`src/rtl/xfs_pkg.sv`:
```
package xfs_pkg;

  typedef enum logic [1:0] {
    ADDR_CTRL = 2'd0,
    ADDR_IEN  = 2'd1,
    ADDR_DATA = 2'd2,
    ADDR_STAT = 2'd3
  } regAddr_t;

  // qualified FIFO strobes, control -> datapath
  typedef struct packed {
    logic txPush;
    logic txPop;
    logic rxPush;
    logic rxPop;
  } fifoStrobe_t;

  localparam int IE_RXTO  = 1;
  localparam int IE_RXSVC = 2;
  localparam int IE_TXSVC = 3;
  localparam int IE_ROR   = 4;
  localparam int IE_TUR   = 5;
  localparam int IE_BCE   = 6;
  localparam int IE_W     = 7;

endpackage

```
`src/rtl/xfs_ring.sv`:
```
module xfs_ring #(
  parameter  int W     = 32,
  parameter  int DEPTH = 32,
  localparam int PTR_W = $clog2(DEPTH),
  localparam int CNT_W = PTR_W + 1
) (
  input  logic             clk,
  input  logic             rstN,
  input  logic             push,
  input  logic [W-1:0]     pushData,
  input  logic             pop,
  output logic [W-1:0]     headData,
  output logic [CNT_W-1:0] count,
  output logic             full,
  output logic             empty
);

  localparam logic [PTR_W-1:0] LAST = PTR_W'(DEPTH - 1);

  logic [W-1:0]     mem [DEPTH];
  logic [PTR_W-1:0] wrPtr, rdPtr;

  always_ff @(posedge clk) begin
    if (push) mem[wrPtr] <= pushData;
  end

  always_ff @(posedge clk or negedge rstN) begin
    if (!rstN) begin
      wrPtr <= '0;
      rdPtr <= '0;
      count <= '0;
    end else begin
      if (push) wrPtr <= (wrPtr == LAST) ? '0 : wrPtr + 1'b1;
      if (pop)  rdPtr <= (rdPtr == LAST) ? '0 : rdPtr + 1'b1;
      case ({push, pop})
        2'b10:   count <= count + 1'b1;
        2'b01:   count <= count - 1'b1;
        default: count <= count;
      endcase
    end
  end

  assign headData = mem[rdPtr];
  assign full     = (count == CNT_W'(DEPTH));
  assign empty    = (count == '0);

  // control never pushes a full ring without a matching pop
  a_r2_no_overflow: assert property (@(posedge clk) disable iff (!rstN)
    (push && !pop) |-> !full);

  // control never pops an empty ring
  a_r3_no_underflow: assert property (@(posedge clk) disable iff (!rstN)
    pop |-> !empty);

  // occupancy moves by one per accepted push
  a_r5_count_up: assert property (@(posedge clk) disable iff (!rstN)
    (push && !pop) |=> count == $past(count) + CNT_W'(1));

  a_r5_count_down: assert property (@(posedge clk) disable iff (!rstN)
    (pop && !push) |=> count == $past(count) - CNT_W'(1));

endmodule

```
`src/rtl/xfs_dp.sv`:
```
module xfs_dp
  import xfs_pkg::*;
#(
  parameter  int W     = 32,
  parameter  int DEPTH = 32,
  localparam int CNT_W = $clog2(DEPTH) + 1
) (
  input  logic             clk,
  input  logic             rstN,
  input  fifoStrobe_t      strb,
  input  logic [W-1:0]     txWord,
  input  logic [W-1:0]     rxWord,
  output logic [W-1:0]     txHead,
  output logic [W-1:0]     rxHead,
  output logic [CNT_W-1:0] txCount,
  output logic [CNT_W-1:0] rxCount,
  output logic             txFull,
  output logic             txEmpty,
  output logic             rxFull,
  output logic             rxEmpty
);

  // channel 0 = transmit, channel 1 = receive
  logic [1:0]       pushV, popV, fullV, emptyV;
  logic [W-1:0]     pushD [2];
  logic [W-1:0]     headD [2];
  logic [CNT_W-1:0] cntV  [2];

  assign pushV    = {strb.rxPush, strb.txPush};
  assign popV     = {strb.rxPop,  strb.txPop};
  assign pushD[0] = txWord;
  assign pushD[1] = rxWord;

  for (genvar g = 0; g < 2; g++) begin : g_chan
    xfs_ring #(.W(W), .DEPTH(DEPTH)) u_ring (
      .clk      (clk),
      .rstN     (rstN),
      .push     (pushV[g]),
      .pushData (pushD[g]),
      .pop      (popV[g]),
      .headData (headD[g]),
      .count    (cntV[g]),
      .full     (fullV[g]),
      .empty    (emptyV[g])
    );
  end

  assign txHead  = headD[0];
  assign rxHead  = headD[1];
  assign txCount = cntV[0];
  assign rxCount = cntV[1];
  assign txFull  = fullV[0];
  assign rxFull  = fullV[1];
  assign txEmpty = emptyV[0];
  assign rxEmpty = emptyV[1];

endmodule

```
`src/rtl/xfs_ctl.sv`:
```
module xfs_ctl
  import xfs_pkg::*;
#(
  parameter  int W     = 32,
  parameter  int DEPTH = 32,
  localparam int LVL_W = $clog2(DEPTH),
  localparam int CNT_W = LVL_W + 1
) (
  input  logic             clk,
  input  logic             rstN,
  input  logic [1:0]       regAddr,
  input  logic             regWr,
  input  logic             regRd,
  input  logic [W-1:0]     regWdata,
  output logic [W-1:0]     regRdata,
  input  logic             engTxPop,
  output logic [W-1:0]     engTxData,
  input  logic             engRxPush,
  input  logic             engBusy,
  input  logic             engBitErr,
  input  logic             engRxTimeout,
  output logic             irq,
  output logic             txDmaReq,
  output logic             rxDmaReq,
  output fifoStrobe_t      strb,
  input  logic [W-1:0]     txHead,
  input  logic [W-1:0]     rxHead,
  input  logic [CNT_W-1:0] txCount,
  input  logic [CNT_W-1:0] rxCount,
  input  logic             txFull,
  input  logic             txEmpty,
  input  logic             rxFull,
  input  logic             rxEmpty
);

  // control register layout
  localparam int CT_RXTH_LO = LVL_W;
  localparam int CT_TXDMA   = 2 * LVL_W;
  localparam int CT_RXDMA   = 2 * LVL_W + 1;
  localparam int CT_W       = 2 * LVL_W + 2;

  // status word layout
  localparam int ST_BUSY     = 0;
  localparam int ST_TNF      = 6;
  localparam int ST_TXLVL_LO = ST_TNF + 1;
  localparam int ST_TUR      = ST_TXLVL_LO + LVL_W;
  localparam int ST_RNE      = ST_TUR + 2;
  localparam int ST_RXLVL_LO = ST_RNE + 1;
  localparam int ST_ROR      = ST_RXLVL_LO + LVL_W;
  localparam int ST_BCE      = ST_ROR + 1;

  logic [CT_W-1:0]   ctrlQ;
  logic [IE_W-1:1]   ienQ;
  logic              turQ, rorQ, bceQ;

  logic wrCtrl, wrIen, wrData, wrStat, rdData;
  logic txPopOk, rxPopOk;
  logic setTur, setRor, setBce;
  logic clrTur, clrRor, clrBce;
  logic [CNT_W-1:0] freeCnt, txMark, rxMark;
  logic [LVL_W-1:0] rxLvlCode;
  logic txSvc, rxSvc;
  logic [W-1:0] statusWord;

  // ---------------- bus decode ----------------
  assign wrCtrl = regWr && (regAddr == ADDR_CTRL);
  assign wrIen  = regWr && (regAddr == ADDR_IEN);
  assign wrData = regWr && (regAddr == ADDR_DATA);
  assign wrStat = regWr && (regAddr == ADDR_STAT);
  assign rdData = regRd && (regAddr == ADDR_DATA);

  // ---------------- FIFO strobe qualification ----------------
  assign txPopOk = engTxPop && !txEmpty;
  assign rxPopOk = rdData && !rxEmpty;

  always_comb begin
    strb.txPop  = txPopOk;
    strb.txPush = wrData && (!txFull || txPopOk);
    strb.rxPop  = rxPopOk;
    strb.rxPush = engRxPush && (!rxFull || rxPopOk);
  end

  assign engTxData = txEmpty ? '0 : txHead;

  // ---------------- configuration registers ----------------
  always_ff @(posedge clk or negedge rstN) begin
    if (!rstN) begin
      ctrlQ <= '0;
      ienQ  <= '0;
    end else begin
      if (wrCtrl) ctrlQ <= regWdata[CT_W-1:0];
      if (wrIen)  ienQ  <= regWdata[IE_W-1:1];
    end
  end

  // ---------------- sticky error flags ----------------
  assign setTur = engTxPop && txEmpty;
  assign setRor = engRxPush && rxFull && !rxPopOk;
  assign setBce = engBitErr;
  assign clrTur = wrStat && regWdata[ST_TUR];
  assign clrRor = wrStat && regWdata[ST_ROR];
  assign clrBce = wrStat && regWdata[ST_BCE];

  always_ff @(posedge clk or negedge rstN) begin
    if (!rstN) begin
      turQ <= 1'b0;
      rorQ <= 1'b0;
      bceQ <= 1'b0;
    end else begin
      turQ <= setTur || (turQ && !clrTur);
      rorQ <= setRor || (rorQ && !clrRor);
      bceQ <= setBce || (bceQ && !clrBce);
    end
  end

  // ---------------- levels and watermarks ----------------
  assign freeCnt   = CNT_W'(DEPTH) - txCount;
  assign txMark    = {1'b0, ctrlQ[LVL_W-1:0]} + CNT_W'(1);
  assign rxMark    = {1'b0, ctrlQ[CT_RXTH_LO +: LVL_W]} + CNT_W'(1);
  assign txSvc     = (freeCnt >= txMark);
  assign rxSvc     = (rxCount >= rxMark);
  assign rxLvlCode = rxEmpty ? '0 : LVL_W'(rxCount - CNT_W'(1));

  assign txDmaReq = ctrlQ[CT_TXDMA] && txSvc;
  assign rxDmaReq = ctrlQ[CT_RXDMA] && rxSvc;

  assign irq = (ienQ[IE_RXTO]  && engRxTimeout) ||
               (ienQ[IE_RXSVC] && rxSvc)        ||
               (ienQ[IE_TXSVC] && txSvc)        ||
               (ienQ[IE_ROR]   && rorQ)         ||
               (ienQ[IE_TUR]   && turQ)         ||
               (ienQ[IE_BCE]   && bceQ);

  // ---------------- status word and read mux ----------------
  always_comb begin
    statusWord                         = '0;
    statusWord[ST_BUSY]                = engBusy;
    statusWord[ST_TNF]                 = !txFull;
    statusWord[ST_TXLVL_LO +: LVL_W]   = freeCnt[LVL_W-1:0];
    statusWord[ST_TUR]                 = turQ;
    statusWord[ST_RNE]                 = !rxEmpty;
    statusWord[ST_RXLVL_LO +: LVL_W]   = rxLvlCode;
    statusWord[ST_ROR]                 = rorQ;
    statusWord[ST_BCE]                 = bceQ;
  end

  always_comb begin
    regRdata = '0;
    unique case (regAddr)
      ADDR_CTRL: regRdata[CT_W-1:0] = ctrlQ;
      ADDR_IEN:  regRdata[IE_W-1:1] = ienQ;
      ADDR_DATA: regRdata = rxEmpty ? '0 : rxHead;
      ADDR_STAT: regRdata = statusWord;
      default:   regRdata = '0;
    endcase
  end

  // a flag holds unless its clear bit is written
  a_r6_tur_hold: assert property (@(posedge clk) disable iff (!rstN)
    (turQ && !clrTur) |=> turQ);

  // a set in the same cycle as a clear wins
  a_r6_set_wins: assert property (@(posedge clk) disable iff (!rstN)
    (engRxPush && rxFull && !rxPopOk) |=> rorQ);

  // a push matched by a pop never raises overrun
  a_r7_no_false_ror: assert property (@(posedge clk) disable iff (!rstN)
    (rxPopOk && !rorQ) |=> !rorQ);

  // with no enables the interrupt stays low
  a_r10_irq_masked: assert property (@(posedge clk) disable iff (!rstN)
    (ienQ == '0) |-> !irq);

endmodule

```
`src/rtl/fifo_status_hub.sv`:
```
module fifo_status_hub
  import xfs_pkg::*;
#(
  parameter int DATA_W = 32,
  parameter int DEPTH  = 32
) (
  input  logic              clk,
  input  logic              rstN,
  input  logic [1:0]        regAddr,
  input  logic              regWr,
  input  logic              regRd,
  input  logic [DATA_W-1:0] regWdata,
  output logic [DATA_W-1:0] regRdata,
  input  logic              engTxPop,
  output logic [DATA_W-1:0] engTxData,
  input  logic              engRxPush,
  input  logic [DATA_W-1:0] engRxData,
  input  logic              engBusy,
  input  logic              engBitErr,
  input  logic              engRxTimeout,
  output logic              irq,
  output logic              txDmaReq,
  output logic              rxDmaReq
);

  localparam int CNT_W = $clog2(DEPTH) + 1;

  fifoStrobe_t       strb;
  logic [DATA_W-1:0] txHead, rxHead;
  logic [CNT_W-1:0]  txCount, rxCount;
  logic              txFull, txEmpty, rxFull, rxEmpty;

  xfs_ctl #(.W(DATA_W), .DEPTH(DEPTH)) u_ctl (
    .clk          (clk),
    .rstN         (rstN),
    .regAddr      (regAddr),
    .regWr        (regWr),
    .regRd        (regRd),
    .regWdata     (regWdata),
    .regRdata     (regRdata),
    .engTxPop     (engTxPop),
    .engTxData    (engTxData),
    .engRxPush    (engRxPush),
    .engBusy      (engBusy),
    .engBitErr    (engBitErr),
    .engRxTimeout (engRxTimeout),
    .irq          (irq),
    .txDmaReq     (txDmaReq),
    .rxDmaReq     (rxDmaReq),
    .strb         (strb),
    .txHead       (txHead),
    .rxHead       (rxHead),
    .txCount      (txCount),
    .rxCount      (rxCount),
    .txFull       (txFull),
    .txEmpty      (txEmpty),
    .rxFull       (rxFull),
    .rxEmpty      (rxEmpty)
  );

  xfs_dp #(.W(DATA_W), .DEPTH(DEPTH)) u_dp (
    .clk     (clk),
    .rstN    (rstN),
    .strb    (strb),
    .txWord  (regWdata),
    .rxWord  (engRxData),
    .txHead  (txHead),
    .rxHead  (rxHead),
    .txCount (txCount),
    .rxCount (rxCount),
    .txFull  (txFull),
    .txEmpty (txEmpty),
    .rxFull  (rxFull),
    .rxEmpty (rxEmpty)
  );

endmodule

```
`config.mk`:
```
export PLATFORM = sky130hd
export DESIGN_NAME = fifo_status_hub
export DESIGN_NICKNAME = d
export VERILOG_FILES = /design/src/rtl/xfs_pkg.sv /design/src/rtl/xfs_ring.sv /design/src/rtl/xfs_dp.sv /design/src/rtl/xfs_ctl.sv /design/src/rtl/fifo_status_hub.sv
export SDC_FILE = /design/constraint.sdc
export NUM_CORES = 2
export LEC_CHECK = 0
export BUFFER_PORTS_ARGS = -buffer_cell sky130_fd_sc_hd__clkbuf_2
export CORE_MARGIN = 1.5
export CORE_UTILIZATION = 45
export CTS_CLUSTER_DIAMETER = 100
export DETAILED_ROUTE_END_ITERATION = 8
export GPL_TIMING_DRIVEN = 0
export PLACE_DENSITY = 0.7
export SYNTH_ARGS = -nofsm -noshare
export SYNTH_HDL_FRONTEND = slang
export SYNTH_HIERARCHICAL = 1
export SYNTH_SLANG_ARGS = --single-unit
```
`constraint.sdc`:
```
create_clock -name clk -period 10.1 [get_ports clk]
set_clock_uncertainty 0.15 [all_clocks]
set_input_delay 1.01 -clock clk [delete_from_list [all_inputs] [get_ports clk]]
set_output_delay 1.01 -clock clk [all_outputs]
set_load 0.02 [all_outputs]
```
Word level (Yosys, flattened, before mapping) --
Memories as Yosys holds them, arrays and structs flattened. Cells that the tools add are included. Widths: inputs -> output; s select.
Operators by class: reduce and logical (&&, ||, !) cells 49, bitwise operators 0, divide/modulo/power cells 0, shifts and indexed selects 0, $lt $le $gt $ge 2, equal/unequal tests 13, add/sub/neg operators 11, $mul 0, mux-type cells 17
Operators by type and width (count):
- $mux 32 | 2
- $pmux 20 s2 | 1
- $logic_and 1x1->1 | 26
- $mux 5 | 5
- $pmux 6 s2 | 2
- $pmux 6 s4 | 1
- $add 5x1->5 const B | 4
- $eq 5x5->1 const B | 4
- $pmux 5 s3 | 1
- $add 5x1->6 const B | 2
- $add 6x1->6 const B | 2
- $eq 6x6->1 const B | 2
- $ge 6x6->1 | 2
- $logic_not 6->1 | 2
- $sub 6x1->6 const B | 2
- $logic_or 1x1->1 | 10
- $eq 2x2->1 const B | 4
- $logic_not 1->1 | 8
- $eq 2x1->1 const B | 3
- $sub 6x6->6 const A | 1
- $mux 1 | 4
- $reduce_bool 2->1 | 2
- $pmux 1 s3 | 1
- $logic_not 2->1 | 1
Storage, ports and cells: memories kept 2, register bits after elaboration 53, output and inout bits 67, input port bits 75, latch bits 0, logic and storage cells 105, memory bits (read-only) 0, RAM bits 2048
Memory list:
- u_dp.g_chan[0].u_ring.mem | depth 32, width 32, read ports 1, clocked after Yosys merged registers in 0, wr ports 1, RTL line xfs_ring.sv:20 | logic [W-1:0] mem [DEPTH];
- u_dp.g_chan[1].u_ring.mem | depth 32, width 32, read ports 1, clocked after Yosys merged registers in 0, wr ports 1, RTL line xfs_ring.sv:20

Depth between registers and ports, before layout --
depth in word-level cells 8, gate-level depth with buffers 16

By module --
The synthesis kept the hierarchy.
Modules (own cells, without submodules):
- xfs_ring (u_dp.g_chan[0].u_ring) | cells an instance 1827, instances 1, area each 39908.3 µm²
- xfs_ring (u_dp.g_chan[1].u_ring) | cells an instance 1835, instances 1, area each 39883.3 µm²
- xfs_ctl | cells an instance 248, instances 1, area each 2132.0 µm²

Worst setup path after synthesis --
No wires, ideal clock.
path type input-to-reg, start point input port regAddr[1], end point memory u_dp.g_chan[1].u_ring.mem[4][0], enable pin, required time 9.489 ns, cell stages on the path 8, path slack 5.010 ns, arrival time 4.479 ns, path through buf_6 -> nand2b_2 -> nor2_1 -> nand2_1 -> a21boi_0 -> clkbuf_1 -> nand2_1 -> nor3_1
RTL lines:
- start, declared | RTL line fifo_status_hub.sv:9 | input logic [1:0] regAddr,
- end, declared | RTL line xfs_ring.sv:20

Final worst setup path --
start point register u_dp.g_chan[1].u_ring.rdPtr[1], end point output port regRdata[7]
On the way: longest elaborated chain between the ends 3
RTL lines:
- start, declared | RTL line xfs_ring.sv:21 | logic [PTR_W-1:0] wrPtr, rdPtr;
- start signal, assigned | RTL line xfs_ring.sv:34 | if (pop) rdPtr <= (rdPtr == LAST) ? '0 : rdPtr + 1'b1;
- $mem_v2 32x32
- via rxHead[7] | RTL line fifo_status_hub.sv:29 | logic [DATA_W-1:0] txHead, rxHead;
- $mux 32 | RTL line xfs_ctl.sv:152 | ADDR_DATA: regRdata = rxEmpty ? '0 : rxHead;
- $pmux 5 s3 | RTL line xfs_ctl.sv:149 | unique case (regAddr)
- end, declared | RTL line fifo_status_hub.sv:13 | output logic [DATA_W-1:0] regRdata,
The timed path passes the listed nets, and every way through them passes these cells.

==> impl_metrics.prom <==
# TYPE chip_impl_metric gauge
chip_impl_metric{name="numCtsBuffers",unit=""} 198
chip_impl_metric{name="area_growth_syn_to_layout",unit="%"} 14.9
chip_impl_info{name="rsz0062_at_grt",value="no"} 1
chip_impl_metric{name="required",unit="ns"} 8.94
chip_impl_metric{name="die_w",unit="um"} 430
chip_impl_info{name="crit_type",value="reg2out"} 1
chip_impl_metric{name="cts_repair_resize_count",unit=""} 0
chip_impl_metric{name="p_per_area",unit="mW/mm^2"} 248
chip_impl_metric{name="routed_wl",unit="mm"} 208
chip_impl_metric{name="fp.dieArea",unit="sq mm"} 0.185
chip_impl_metric{name="placementRows",unit=""} 156
chip_impl_metric{name="synth_async_sr_flop_share",unit="%"} 2.52
chip_impl_metric{name="place_congestion",unit=""} 0.866
chip_impl_metric{name="antenna_violations_before_repair",unit=""} 6
chip_impl_metric{name="post_synth_inst_count",unit=""} 3910
chip_impl_info{name="failed_checks",value="max-capacitance violations"} 1
chip_impl_metric{name="portion_of_the_post_synthesis_area_used_by_sequential_elements",unit="%"} 76.7
chip_impl_metric{name="cp_max_fo",unit=""} 10
chip_impl_info{name="post-synth-top-area-cell",value="edfxtp_1"} 1
chip_impl_metric{name="holdWs",unit="ns"} 0.0707
chip_impl_metric{name="timing.final.crit_share",unit="%"} 62.1
chip_impl_metric{name="ctsHoldBuffers",unit=""} 0
chip_impl_metric{name="cts.repair_timing.setup_buffer_count",unit=""} 0
chip_impl_metric{name="io_buffers",unit=""} 140
chip_impl_info{name="slowest_stage",value="a22oi_1"} 1
chip_impl_info{name="tritoncts",value="built"} 1
chip_impl_metric{name="timing_worst_slew_pin_value",unit="ns"} 1.42
chip_impl_metric{name="hpwl_dp",unit="mm"} 138
chip_impl_metric{name="post_synth_num_cell_types",unit=""} 64
chip_impl_metric{name="nets",unit=""} 4499
chip_impl_metric{name="dr_wl_met2",unit="mm"} 104
chip_impl_metric{name="max_cap_violations",unit=""} 1
chip_impl_metric{name="firstDrtPassIters",unit=""} 5
chip_impl_info{name="dr.max_layer_used",value="met5"} 1
chip_impl_metric{name="critPathBufInv",unit=""} 4
chip_impl_metric{name="clk_pin_slew_worst_paths",unit="ns"} 0.06
chip_impl_metric{name="fmax",unit="MHz"} 160
chip_impl_metric{name="post-layout-total-power",unit="mW"} 23.4
chip_impl_metric{name="cts-root-to-sink-buffers",unit=""} 3
chip_impl_metric{name="preCtsSetupSlack",unit="ns"} 4.67
chip_impl_metric{name="io-pin-count",unit=""} 142
chip_impl_metric{name="initial_core_util",unit="%"} 45.3
chip_impl_metric{name="critPathMaxStageDelay",unit="ns"} 0.82
chip_impl_metric{name="insertion_delay",unit="ns"} 0.82
chip_impl_metric{name="synthesized_area_per_cell",unit="sq um"} 21.0
chip_impl_metric{name="synth_enable_flop_cells",unit=""} 2048
chip_impl_metric{name="drt_iter0_markers",unit=""} 4607
chip_impl_metric{name="timing.final.ws_setup",unit="ns"} 3.83
chip_impl_metric{name="fp.dieH",unit="um"} 430
chip_impl_metric{name="htree_levels",unit=""} 4
chip_impl_info{name="clockRootBuffer",value="clkbuf_16"} 1
chip_impl_metric{name="number_of_global_route_vias_before_repair",unit=""} 42300
chip_impl_metric{name="design.core.area",unit="sq mm"} 0.181
chip_impl_metric{name="finalSetupViolations",unit=""} 0
chip_impl_metric{name="post_route_cells_drive_above_1_share",unit="%"} 25.8
chip_impl_metric{name="dp_cells",unit=""} 6556
chip_impl_info{name="status",value="complete, but fails checks"} 1
chip_impl_info{name="cp_top_family",value="buffers and inverters"} 1
chip_impl_metric{name="cellLeakagePower",unit="nW"} 30.3
chip_impl_metric{name="synth.top_cell.area_share",unit="%"} 75.1
chip_impl_metric{name="netlist_area",unit="sq mm"} 0.0819
chip_impl_info{name="crit_chain",value="buf_4 -> nor2_1 -> clkbuf_1 -> clkbuf_1 -> a22oi_1 -> a22oi_1 -> a22oi_1 -> o21ai_0 -> clkbuf_2"} 1
chip_impl_metric{name="timing.final.crit_period",unit="ns"} 6.27
chip_impl_metric{name="critPathArrivalTime",unit="ns"} 5.11
chip_impl_metric{name="synth_seq_cells",unit=""} 2101
chip_impl_metric{name="final-max-slew-violation-count",unit=""} 0
chip_impl_metric{name="drcViolationCount",unit=""} 0
chip_impl_info{name="top_cells_by_area_in_the_synthesized_netlist",value="edfxtp_1, mux4_2, mux2i_1"} 1
chip_impl_metric{name="route.antenna.remaining_nets",unit=""} 0
chip_impl_metric{name="clock_sinks",unit=""} 2101
chip_impl_metric{name="detail_route.wirelength.met1",unit="mm"} 79.2
chip_impl_info{name="timing.critical_path.to_type",value="output pin"} 1
chip_impl_metric{name="timing.reg2reg.setup_slack",unit="ns"} 5.25
chip_impl_metric{name="routed-wl-met3",unit="mm"} 17.3
chip_impl_info{name="hold_path_class",value="in2async"} 1
chip_impl_info{name="yosys_most_used_dff",value="edfxtp_1"} 1
chip_impl_metric{name="all_layer_gr_usage",unit="%"} 22.4
chip_impl_metric{name="wire_per_inst",unit="um"} 30.1
chip_impl_metric{name="ir_drop",unit="mV"} 0.185
chip_impl_metric{name="hold_violation_count_in_the_final_report",unit=""} 0
chip_impl_metric{name="first_pass_grt_wire_length",unit="mm"} 299
chip_impl_metric{name="syn-num-nets",unit=""} 4021
chip_impl_info{name="start_kind",value="flip-flop"} 1
chip_impl_metric{name="drt-vias-per-instance",unit=""} 6.12
chip_impl_metric{name="final-instance-count-excl-fill",unit=""} 6932
chip_impl_metric{name="synth-warning-count",unit=""} 6
chip_impl_metric{name="max_slew_margin",unit="%"} 2.78
chip_impl_metric{name="grt_max_degree",unit=""} 54
chip_impl_metric{name="setup-tns-final",unit="ns"} 0
chip_impl_info{name="crit_path_frequent_cell",value="a22oi_1"} 1
chip_impl_metric{name="grt_overflow_total",unit=""} 0
chip_impl_metric{name="detailed_route_via_count",unit=""} 42400
## final timing paths
kind,startpoint,to,depth (start not counted)
setup / recovery,u_dp/g_chan[1].u_ring/rdPtr[1]$_DFFE_PN0P_,regRdata[7],9
hold / removal,rstN,u_ctl/ienQ[3]$_DFFE_PN0P_,2
setup reg to reg,u_dp/g_chan[1].u_ring/count[1]$_DFFE_PN0P_,u_dp/g_chan[1].u_ring/mem[9][20]$_DFFE_PP_,13
hold reg to reg,u_ctl/ienQ[5]$_DFFE_PN0P_,u_ctl/ienQ[5]$_DFFE_PN0P_,1
max in group asynchronous,rstN,u_dp/g_chan[0].u_ring/rdPtr[2]$_DFFE_PN0P_,2
min in group clk,engBitErr,u_ctl/bceQ$_DFF_PN0_,2
## logic make-up after synthesis
logic type | synth area share [%]
AOI/OAI and AO/OA | 4.76
and+or+nand+nor | 1.78
adders and majority gates | 0.550
muxes | 14.3
xor gates and xnor gates | 0.267
DFF | 76.7
buffers and inverters | 1.67
## power breakdown
part | switching [mW] | total [mW] | internal [mW]
clock network | 3.13 | 7.10 | 3.97
logic | 3.99 | 6.21 | 2.22
registers | 0.162 | 10.1 | 9.93
total | 7.28 | 23.4 | 16.1
## layout by cell type (no fill, tap or decap), drive strengths merged, types with 32 or more instances in the layout
cell | Yosys | layout
clkbuf | 102 | 513
nor2 | 66 | 66
o221ai | 64 | 64
clkinv | 1 | 74
o22ai | 63 | 63
edfxtp | 2048 | 2048
a2111oi | 49 | 49
mux2 | 36 | 36
dfrtp | 53 | 53
buf | 131 | 262
a22oi | 93 | 93
a21oi | 128 | 128
nand2 | 45 | 45
nor2b | 45 | 45
o21ai | 32 | 32
a22o | 50 | 50
mux4 | 382 | 382
ha | 36 | 36
mux2i | 267 | 267
## state kept, by name, indices dropped and copies added, names as in the netlist
signal and flops:
u_ctl/rorQ 1, u_ctl/turQ 1, u_dp/g_chan.u_ring/rdPtr 10, u_dp/g_chan.u_ring/count 12, u_ctl/bceQ 1, u_dp/g_chan.u_ring/mem 2048
u_dp/g_chan.u_ring/wrPtr 10, u_ctl/ienQ 6, u_ctl/ctrlQ 12
## per-stage QoR
stage,util [%],instance area (sq um)
floorplan,-,81900
global route,52.1,94100
finish,52.1,94100
global placement,47.4,85600
detailed placement,48.7,88000
CTS,52.1,94100
## layout make-up
type                    count  area (sq um)
flip-flops and latches   2101         62800
clock buffers             269          5350
plain buffers             233          1280
multi-input cells        1554         18200
repair buffers            278          2640
diodes                     11          27.5
clock inverters            94           797
well taps                2370          2970
fillers                 13800         86600
inverters                  22          82.6
## Yosys cell counts, types with 3 or more instances
master     number
a211oi_1       18
mux2_2         30
edfxtp_1     2048
a2111oi_2      23
o22ai_1        63
nor2_1         65
o221ai_1       64
and3_1          7
mux2i_1       267
a21o_1          3
a2111oi_0      26
inv_1          21
a22o_1         50
nand3b_1       13
a31oi_1         5
o21ai_0        32
buf_6          24
nor3b_1         7
mux2_4          6
buf_2          58
a21oi_1       128
clkbuf_1      102
nand3_1        22
a32o_1          7
nor4_1          5
buf_4          39
buf_1           9
xor2_1         15
nor3_1         31
and2_1         12
nand2b_1        9
dfrtp_1        53
ha_1           36
mux4_2        382
a22oi_1        93
nor2b_1        45
xnor2_1        10
or3_1           4
nand2_1        45
## routing by layer
metal	global-route usage (%)	up-vias
met5	0	-
met4	8.19	6
met3	3.92	400
met2	37.5	2143
met1	29.4	22400
li1	-	17400
Power figures use the tool's default switching activity.
